[src/rtl/pte_pkg.sv]
`timescale 1ns/1ps
package pte_pkg;

    typedef enum logic [2:0] {
        ST_IDLE  = 3'd0,
        ST_ON    = 3'd1,
        ST_NOTCH = 3'd2,
        ST_HOLD  = 3'd3,
        ST_NEG   = 3'd4
    } pte_state_t;

    typedef struct packed {
        logic encoded;
        logic dmax75;
    } pte_mode_t;

endpackage

[src/rtl/pte_period_timer.sv]
`timescale 1ns/1ps
module pte_period_timer
    import pte_pkg::*;
#(
    parameter int PERIOD_CYC = 64,
    parameter int CW         = $clog2(PERIOD_CYC)
) (
    input  logic          clk,
    input  logic          rst_n,
    input  logic          period_sync,
    input  logic          mode_encoded,
    input  logic          mode_dmax75,
    output logic [CW-1:0] cnt,
    output logic          period_last,
    output logic          dmax_edge,
    output pte_mode_t     mode_q
);

    localparam int            DMAX_HALF  = PERIOD_CYC / 2;
    localparam int            DMAX_3Q    = (PERIOD_CYC * 3) / 4;
    localparam logic [CW-1:0] LAST_CNT   = CW'(PERIOD_CYC - 1);
    localparam logic [CW-1:0] HALF_LAST  = CW'(DMAX_HALF - 1);
    localparam logic [CW-1:0] THREEQ_LAST = CW'(DMAX_3Q - 1);

    logic [CW-1:0] dmax_last;

    always_comb begin
        period_last = period_sync || (cnt == LAST_CNT);
        dmax_last   = mode_q.dmax75 ? THREEQ_LAST : HALF_LAST;
        dmax_edge   = !period_last && (cnt == dmax_last);
    end

    always_ff @(posedge clk) begin
        if (!rst_n) begin
            cnt    <= LAST_CNT;
            mode_q <= '0;
        end else if (period_last) begin
            cnt           <= '0;
            mode_q.encoded <= mode_encoded;
            mode_q.dmax75  <= mode_dmax75;
        end else begin
            cnt <= cnt + CW'(1);
        end
    end

    // a sync pulse restarts the period count on the next edge
    a_r12_sync_restart: assert property (@(posedge clk) disable iff (!rst_n)
        period_sync |=> (cnt == '0));

    // the captured mode only moves on a period boundary
    a_r8_mode_frozen: assert property (@(posedge clk) disable iff (!rst_n)
        (!period_sync && cnt != LAST_CNT) |=> $stable(mode_q));

endmodule

[src/rtl/pte_sequencer.sv]
`timescale 1ns/1ps
module pte_sequencer
    import pte_pkg::*;
#(
    parameter int PERIOD_CYC = 64,
    parameter int NOTCH_CYC  = 15,
    parameter int MIN_ON_CYC = 20,
    parameter int CW         = $clog2(PERIOD_CYC)
) (
    input  logic          clk,
    input  logic          rst_n,
    input  logic [CW-1:0] cnt,
    input  logic          period_last,
    input  logic          dmax_edge,
    input  logic          trip,
    input  logic          enable,
    output pte_state_t    state
);

    localparam int            NW         = $clog2(NOTCH_CYC + 1);
    localparam logic [NW-1:0] NOTCH_LAST = NW'(NOTCH_CYC - 1);
    localparam logic [CW-1:0] BLANK_END  = CW'(MIN_ON_CYC - 1);

    pte_state_t    state_n;
    logic [NW-1:0] ncnt, ncnt_n;
    logic          trip_ok;

    always_comb begin
        trip_ok = trip && (cnt >= BLANK_END);
        state_n = state;
        ncnt_n  = ncnt;
        if (period_last) begin
            state_n = enable ? ST_ON : ST_NOTCH;
            ncnt_n  = '0;
        end else begin
            unique case (state)
                ST_IDLE:  state_n = ST_IDLE;
                ST_ON: begin
                    if (dmax_edge) begin
                        state_n = ST_NEG;
                    end else if (!enable || trip_ok) begin
                        state_n = ST_NOTCH;
                        ncnt_n  = '0;
                    end
                end
                ST_NOTCH: begin
                    if (dmax_edge) begin
                        state_n = ST_NEG;
                    end else if (ncnt == NOTCH_LAST) begin
                        state_n = ST_HOLD;
                    end else begin
                        ncnt_n = ncnt + NW'(1);
                    end
                end
                ST_HOLD: begin
                    if (dmax_edge) state_n = ST_NEG;
                end
                ST_NEG:   state_n = ST_NEG;
                default:  state_n = ST_IDLE;
            endcase
        end
    end

    always_ff @(posedge clk) begin
        if (!rst_n) begin
            state <= ST_IDLE;
            ncnt  <= '0;
        end else begin
            state <= state_n;
            ncnt  <= ncnt_n;
        end
    end

    // reaching the duty limit always opens the negative half-cycle
    a_r7_dmax_cut: assert property (@(posedge clk) disable iff (!rst_n)
        (dmax_edge && state != ST_IDLE) |=> (state == ST_NEG));

    // no trip can end the on-time inside the blanking window
    a_r5_blanking: assert property (@(posedge clk) disable iff (!rst_n)
        (state == ST_ON && enable && !period_last && !dmax_edge && cnt < BLANK_END)
        |=> (state == ST_ON));

    // the notch is held for its full width unless the boundary cuts it
    a_r3_notch_width: assert property (@(posedge clk) disable iff (!rst_n)
        (state == ST_NOTCH && ncnt != NOTCH_LAST && !dmax_edge && !period_last)
        |=> (state == ST_NOTCH));

    // a disabled period start gives zero duty
    a_r10_zero_duty: assert property (@(posedge clk) disable iff (!rst_n)
        (period_last && !enable) |=> (state == ST_NOTCH));

    // the negative half-cycle is left only at a new period
    a_r6_neg_sticky: assert property (@(posedge clk) disable iff (!rst_n)
        (state == ST_NEG && !period_last) |=> (state == ST_NEG));

endmodule

[src/rtl/pte_drive_encoder.sv]
`timescale 1ns/1ps
module pte_drive_encoder
    import pte_pkg::*;
(
    input  pte_state_t state,
    input  logic       encoded,
    output logic       drv_p,
    output logic       drv_n
);

    logic pos_half;
    logic pwm_on;

    always_comb begin
        pwm_on   = (state == ST_ON);
        pos_half = (state == ST_ON) || (state == ST_NOTCH) || (state == ST_HOLD);
        if (encoded) begin
            drv_p = (state == ST_ON) || (state == ST_HOLD);
            drv_n = (state == ST_NEG);
        end else begin
            drv_p = pwm_on;
            drv_n = pos_half;
        end
    end

endmodule

[src/rtl/pte_encoder_top.sv]
`timescale 1ns/1ps
module pte_encoder_top
    import pte_pkg::*;
#(
    parameter int PERIOD_CYC = 64,
    parameter int NOTCH_CYC  = 15,
    parameter int MIN_ON_CYC = 20
) (
    input  logic clk,
    input  logic rst_n,
    input  logic period_sync,
    input  logic trip,
    input  logic enable,
    input  logic mode_encoded,
    input  logic mode_dmax75,
    output logic drv_p,
    output logic drv_n
);

    localparam int CW = $clog2(PERIOD_CYC);

    logic [CW-1:0] cnt;
    logic          period_last;
    logic          dmax_edge;
    pte_mode_t     mode_q;
    pte_state_t    state;

    pte_period_timer #(
        .PERIOD_CYC (PERIOD_CYC),
        .CW         (CW)
    ) timer_i (
        .clk          (clk),
        .rst_n        (rst_n),
        .period_sync  (period_sync),
        .mode_encoded (mode_encoded),
        .mode_dmax75  (mode_dmax75),
        .cnt          (cnt),
        .period_last  (period_last),
        .dmax_edge    (dmax_edge),
        .mode_q       (mode_q)
    );

    pte_sequencer #(
        .PERIOD_CYC (PERIOD_CYC),
        .NOTCH_CYC  (NOTCH_CYC),
        .MIN_ON_CYC (MIN_ON_CYC),
        .CW         (CW)
    ) seq_i (
        .clk         (clk),
        .rst_n       (rst_n),
        .cnt         (cnt),
        .period_last (period_last),
        .dmax_edge   (dmax_edge),
        .trip        (trip),
        .enable      (enable),
        .state       (state)
    );

    pte_drive_encoder enc_i (
        .state   (state),
        .encoded (mode_q.encoded),
        .drv_p   (drv_p),
        .drv_n   (drv_n)
    );

    // the encoded pair never drives both pins high
    a_r2_never_both_high: assert property (@(posedge clk) disable iff (!rst_n)
        mode_q.encoded |-> !(drv_p && drv_n));

    // outputs are quiet on the edge after reset is applied
    a_r1_reset_quiet: assert property (@(posedge clk)
        $fell(rst_n) |=> (!drv_p && !drv_n));

endmodule

[config.mk]
export PLATFORM = sky130hd
export DESIGN_NAME = pte_encoder_top
export DESIGN_NICKNAME = d
export VERILOG_FILES = /design/src/rtl/pte_pkg.sv /design/src/rtl/pte_period_timer.sv /design/src/rtl/pte_sequencer.sv /design/src/rtl/pte_drive_encoder.sv /design/src/rtl/pte_encoder_top.sv
export SDC_FILE = /design/constraint.sdc
export NUM_CORES = 1
export LEC_CHECK = 0
export CORE_MARGIN = 5
export CORE_UTILIZATION = 45
export CTS_BUF_LIST = sky130_fd_sc_hd__clkbuf_8
export DETAILED_ROUTE_END_ITERATION = 16
export DONT_BUFFER_PORTS = 1
export SLEW_MARGIN = 10
export SYNTH_ARGS = -nofsm -noshare
export SYNTH_HDL_FRONTEND = slang
export SYNTH_SLANG_ARGS = --single-unit
[constraint.sdc]
create_clock -name clk -period 3.7 [get_ports clk]
set_clock_uncertainty 0.2 [all_clocks]
set_input_delay 0.555 -clock clk [delete_from_list [all_inputs] [get_ports clk]]
set_output_delay 0.555 -clock clk [all_outputs]
set_load 0.02 [all_outputs]
==> summary.md <==
| Metric | Value |
|---|---|
| Final weighted congestion of routability-driven global placement | `0.808` |
| Largest family of logic cells by synthesized area | `compound AO/OA/AOI/OAI gates` |
| Worst skew pair latency | `0.26 ns` |
| Clock tree root driver cell | `sky130_fd_sc_hd__clkbuf_8` |
| Kind of critical path | `reg -> out` |
| Share of the synthesized area in compound gates (AO/OA/AOI/OAI) | `23.8%` |
| Wire length of the first global-routing pass | `2950 um` |
| Area growth from synthesis to layout | `8.03%` |
| Maximum clock insertion buffer count | `2` |
| Netlist area before placement | `826 sq um` |
| Portion of synthesized cell area occupied by the leading cell type | `36.4%` |
| Fin nets | `108` |
| Endpoint, Worst Hold | `timer_i.cnt[1]` |
| Number of register bits inferred by synthesis | `15` |
| Synth Flop Type | `sky130_fd_sc_hd__dfxtp_1` |
| Post-synthesis cell count | `94` |
| Width of the die | `52.8 um` |
| Number of synthesized flops with an enable pin | `0` |
| Worst EP required | `2.94 ns` |
| Relative contribution of sequential cells to total power | `48.5%` |
| Total negative setup slack | `0 ns` |
| Number of buffer cells added on primary ports | `0` |
| Std cell rows | `15` |
| Minimum clock period | `2.01 ns` |
| Synthesized area per cell | `8.79 sq um` |
| Worst Hold Path Cells | `1` |
| Launch instance of the worst register-to-register path | `seq_i.ncnt[0]` |
| Average wire length per cell after detail routing | `13.9 um` |
| Cell types with the highest counts after synthesis | `sky130_fd_sc_hd__dfxtp_1, sky130_fd_sc_hd__o21ai_0, sky130_fd_sc_hd__nand2_1` |
| Total Routed Length | `1680 um` |
| Worst IR drop on VDD | `0.280 mV` |
| Fraction of final layout cells sized beyond drive strength 1 | `8.33%` |
| GR Layer Usage met3 | `7.98%` |
| Synthesized-area fraction occupied by and/or/nand/nor cells | `20.3%` |
| Detailed-route vias per instance | `5.63` |
| Adder and majority gate portion of the synthesized area | `6.06%` |
| Starting density of the core | `47.8%` |
| Reg2reg path depth | `6` |
| IO Count | `9` |
| Post-route cell area | `892 sq um` |
| Die Y-Extent | `52.8 um` |
| Period utilisation layout | `54.3%` |
| Post-cts repair resize count | `0` |
| CTS tree | `yes` |
| Total track usage | `15.1%` |
| Arrival time of the worst setup path | `1.25 ns` |
| Headroom to the max-slew limit | `69.0%` |
| Routed Antenna Nets | `0` |
| Busiest grt layer | `met2` |
| RSZ-0062 raised after global routing | `false` |
| Placeable core region | `1730 sq um` |
| Worst Hold Launch | `rst_n` |
| Leakage power total | `0.000354 uW` |
| Number of buffers and inverters on the critical path | `0` |
| Actual slew at the worst max-slew pin | `0.465 ns` |
| Vias | `681` |
| Endpoint kind of the worst setup timing path | `output pin` |
| Switching power | `109 uW` |
| Register area share after synthesis | `36.4%` |
| Cell area after placement | `847 sq um` |
| Synth area leaders | `sky130_fd_sc_hd__dfxtp_1, sky130_fd_sc_hd__ha_1, sky130_fd_sc_hd__o21ai_0, sky130_fd_sc_hd__a211oi_1, sky130_fd_sc_hd__xnor2_1` |
| Setup repair bufs after CTS | `0` |
| Number of CTS-inserted buffers | `3` |
| Outcome | `finished clean` |
| Maximum net fanout on the critical path | `5` |
| Combinational fraction of design power | `15.9%` |
| Multiplexer share of the synthesized area | `4.24%` |
| Clock share of power | `35.6%` |
| Diode insertion count for antenna repair | `0` |
| Worst hold-check path type | `in -> reg` |
| Peak per-stage delay on the critical path | `0.41 ns` |
| Clk sink count | `15` |
| Overall overflow remaining after global route | `0` |
| Met1 track demand over resource in global routing | `17.0%` |
| Final hold violation count | `0` |
| Critical-path cell with the highest stage delay | `sky130_fd_sc_hd__dfxtp_1` |
| Critical Path Start Type | `flip-flop` |
| Number of distinct library cell variants in the gate-level netlist after synthesis | `35` |
| Largest area contributor in the synthesized netlist | `sky130_fd_sc_hd__dfxtp_1` |
| Most repeated cell in the gate-level netlist after synthesis | `sky130_fd_sc_hd__dfxtp_1` |
| Final max-slew violation count | `0` |
| Clock input transition at the sequential cells of the worst setup and hold paths | `0.07 ns` |
| First-iteration detailed-routing DRC count | `18` |
| Global routing usage on met2 | `22.1%` |
| Areal power density over the cells | `429 nW/um^2` |
| Warning count from the yosys run | `0` |
| Post-synthesis net count | `105` |
| Fraction of power spent switching nets | `28.5%` |
| Fmax | `498 MHz` |
| Maximum number of pins on one net before global-route repair | `12` |
| Via count of the first global-routing pass | `658` |
| Number of setup violations in the final report | `0` |
| DR pass1 iterations | `4` |
| Die area | `2790 sq um` |
| Critical Path, Cell by Cell | `nor2_1 > or3_1 > nand2_1` |
| Internal power consumption | `274 uW` |
| Count of hold-fix buffers inserted at cts | `0` |
| Post-synthesis async set-or-reset flop share | `0%` |
| RR Endpoint | `seq_i.ncnt[0]` |
| Antenna violations before repair | `0` |
| Reg-to-reg slack, setup | `1.72 ns` |
| Synth Area in XOR/XNOR | `5.30%` |
| DP Wirelength | `1260 um` |
| Maximum level of the CTS H-tree | `1` |
| # Max-Cap Violations | `0` |
| DRC violations left | `0` |
| Cell class contributing the biggest share of worst-path delay | `simple AND/OR/NAND/NOR gates` |
## sequential cells by signal, indices dropped and copies added (netlist names)
signal and flops:
seq_i.ncnt 4, timer_i.mode_q 2, timer_i.cnt 6, seq_i.state 3
## layout by cell type (no fill, tap or decap)
| cell | netlist | layout |
|---|---|---|
| sky130_fd_sc_hd__dfxtp_1 | 15 | 15 |
| sky130_fd_sc_hd__o21ai_0 | 9 | 9 |
| sky130_fd_sc_hd__inv_1 | 6 | 7 |
| sky130_fd_sc_hd__nand2_1 | 7 | 7 |
| sky130_fd_sc_hd__nor2_1 | 6 | 6 |
| sky130_fd_sc_hd__a211oi_1 | 5 | 5 |
| sky130_fd_sc_hd__nand3_1 | 4 | 4 |
| sky130_fd_sc_hd__xnor2_1 | 4 | 4 |
| sky130_fd_sc_hd__ha_1 | 4 | 4 |
| sky130_fd_sc_hd__and3_1 | 3 | 3 |
| sky130_fd_sc_hd__a31oi_1 | 3 | 3 |
| sky130_fd_sc_hd__clkbuf_8 | 0 | 3 |
| sky130_fd_sc_hd__nor3_1 | 2 | 2 |
| sky130_fd_sc_hd__a21oi_1 | 2 | 2 |
| sky130_fd_sc_hd__mux2i_1 | 2 | 2 |
| sky130_fd_sc_hd__or3_1 | 1 | 1 |
| sky130_fd_sc_hd__o211a_1 | 1 | 1 |
| sky130_fd_sc_hd__a31o_2 | 1 | 1 |
| sky130_fd_sc_hd__nand3b_1 | 1 | 1 |
| sky130_fd_sc_hd__or3b_4 | 1 | 1 |
| sky130_fd_sc_hd__nor4_1 | 1 | 1 |
| sky130_fd_sc_hd__nor4bb_1 | 1 | 1 |
| sky130_fd_sc_hd__o211ai_1 | 1 | 1 |
| sky130_fd_sc_hd__nor4b_1 | 1 | 1 |
| sky130_fd_sc_hd__nor3b_1 | 1 | 1 |
| sky130_fd_sc_hd__a311o_1 | 1 | 1 |
| sky130_fd_sc_hd__a211o_1 | 1 | 1 |
| sky130_fd_sc_hd__a31oi_2 | 1 | 1 |
| sky130_fd_sc_hd__nand2b_1 | 1 | 1 |
| sky130_fd_sc_hd__a22o_1 | 1 | 1 |
| sky130_fd_sc_hd__mux2_4 | 1 | 1 |
| sky130_fd_sc_hd__xor2_1 | 1 | 1 |
| sky130_fd_sc_hd__a21o_2 | 1 | 1 |
| sky130_fd_sc_hd__a41o_1 | 1 | 1 |
| sky130_fd_sc_hd__nand4_1 | 1 | 1 |
## area by class of cell
class | count | area [sq um]
clock buffers | 3 | 41.3
fillers | 180 | 835
flip-flops and latches | 15 | 300
multi-input cells | 71 | 493
inverters | 6 | 22.5
clock inverters | 1 | 3.75
well taps | 25 | 31.3
## per-layer routing
layer  vias up  routed length [um]  share of wire (%)
met5         -                   0                  0
met4         0                  41                2.4
met3         5                 124                7.4
met2        15                 790                 47
met1       311                 728                 43
li1        350                   -                  -
## cells by family after synthesis
group                    Yosys count
buffers and inverters              8
flip-flops                        15
AO/OA/AOI/OAI                     28
multiplexers                       3
XOR/XNOR                           5
AND/OR/NAND/NOR                   31
adder cells (fa/ha/maj)            4
## metrics by stage
stage | setup slack, ns | instances | hold WS, ns | utilization, % | power, uW
after detailed placement | 1.74 | 117 | 0.312 | 49.1 | 251
after global placement | 1.76 | 117 | 0.305 | 49.1 | 250
final | 1.69 | 121 | 0.181 | 51.7 | 383
after floorplan | 1.89 | 94 | 0.275 | - | 240
after global routing | 1.60 | 121 | 0.176 | 51.7 | 404
after CTS | 1.69 | 121 | 0.175 | 51.7 | 389
## power by group through the flow
stage | Sequential [uW] | Clock [uW] | Combinational [uW]
6_report | 186 | 136 | 61.0
5_1_grt | 188 | 145 | 70.8
4_1_cts | 186 | 141 | 61.7
3_5_place_dp | 189 | 0 | 61.1
3_3_place_gp | 189 | 0 | 60.3
2_1_floorplan | 186 | 0 | 53.3
## worst max-delay path by stage
stage	startpoint	cells after the start	end
after floorplan	timer_i.cnt[0]	5	seq_i.ncnt[0]
after global placement	timer_i.cnt[0]	5	seq_i.ncnt[0]
after detailed placement	seq_i.ncnt[0]	6	seq_i.ncnt[0]
after CTS	seq_i.state[1]	3	drv_n
after global routing	seq_i.state[1]	3	drv_n
final	seq_i.state[0]	3	drv_n
(Power assumes the default switching activity.)
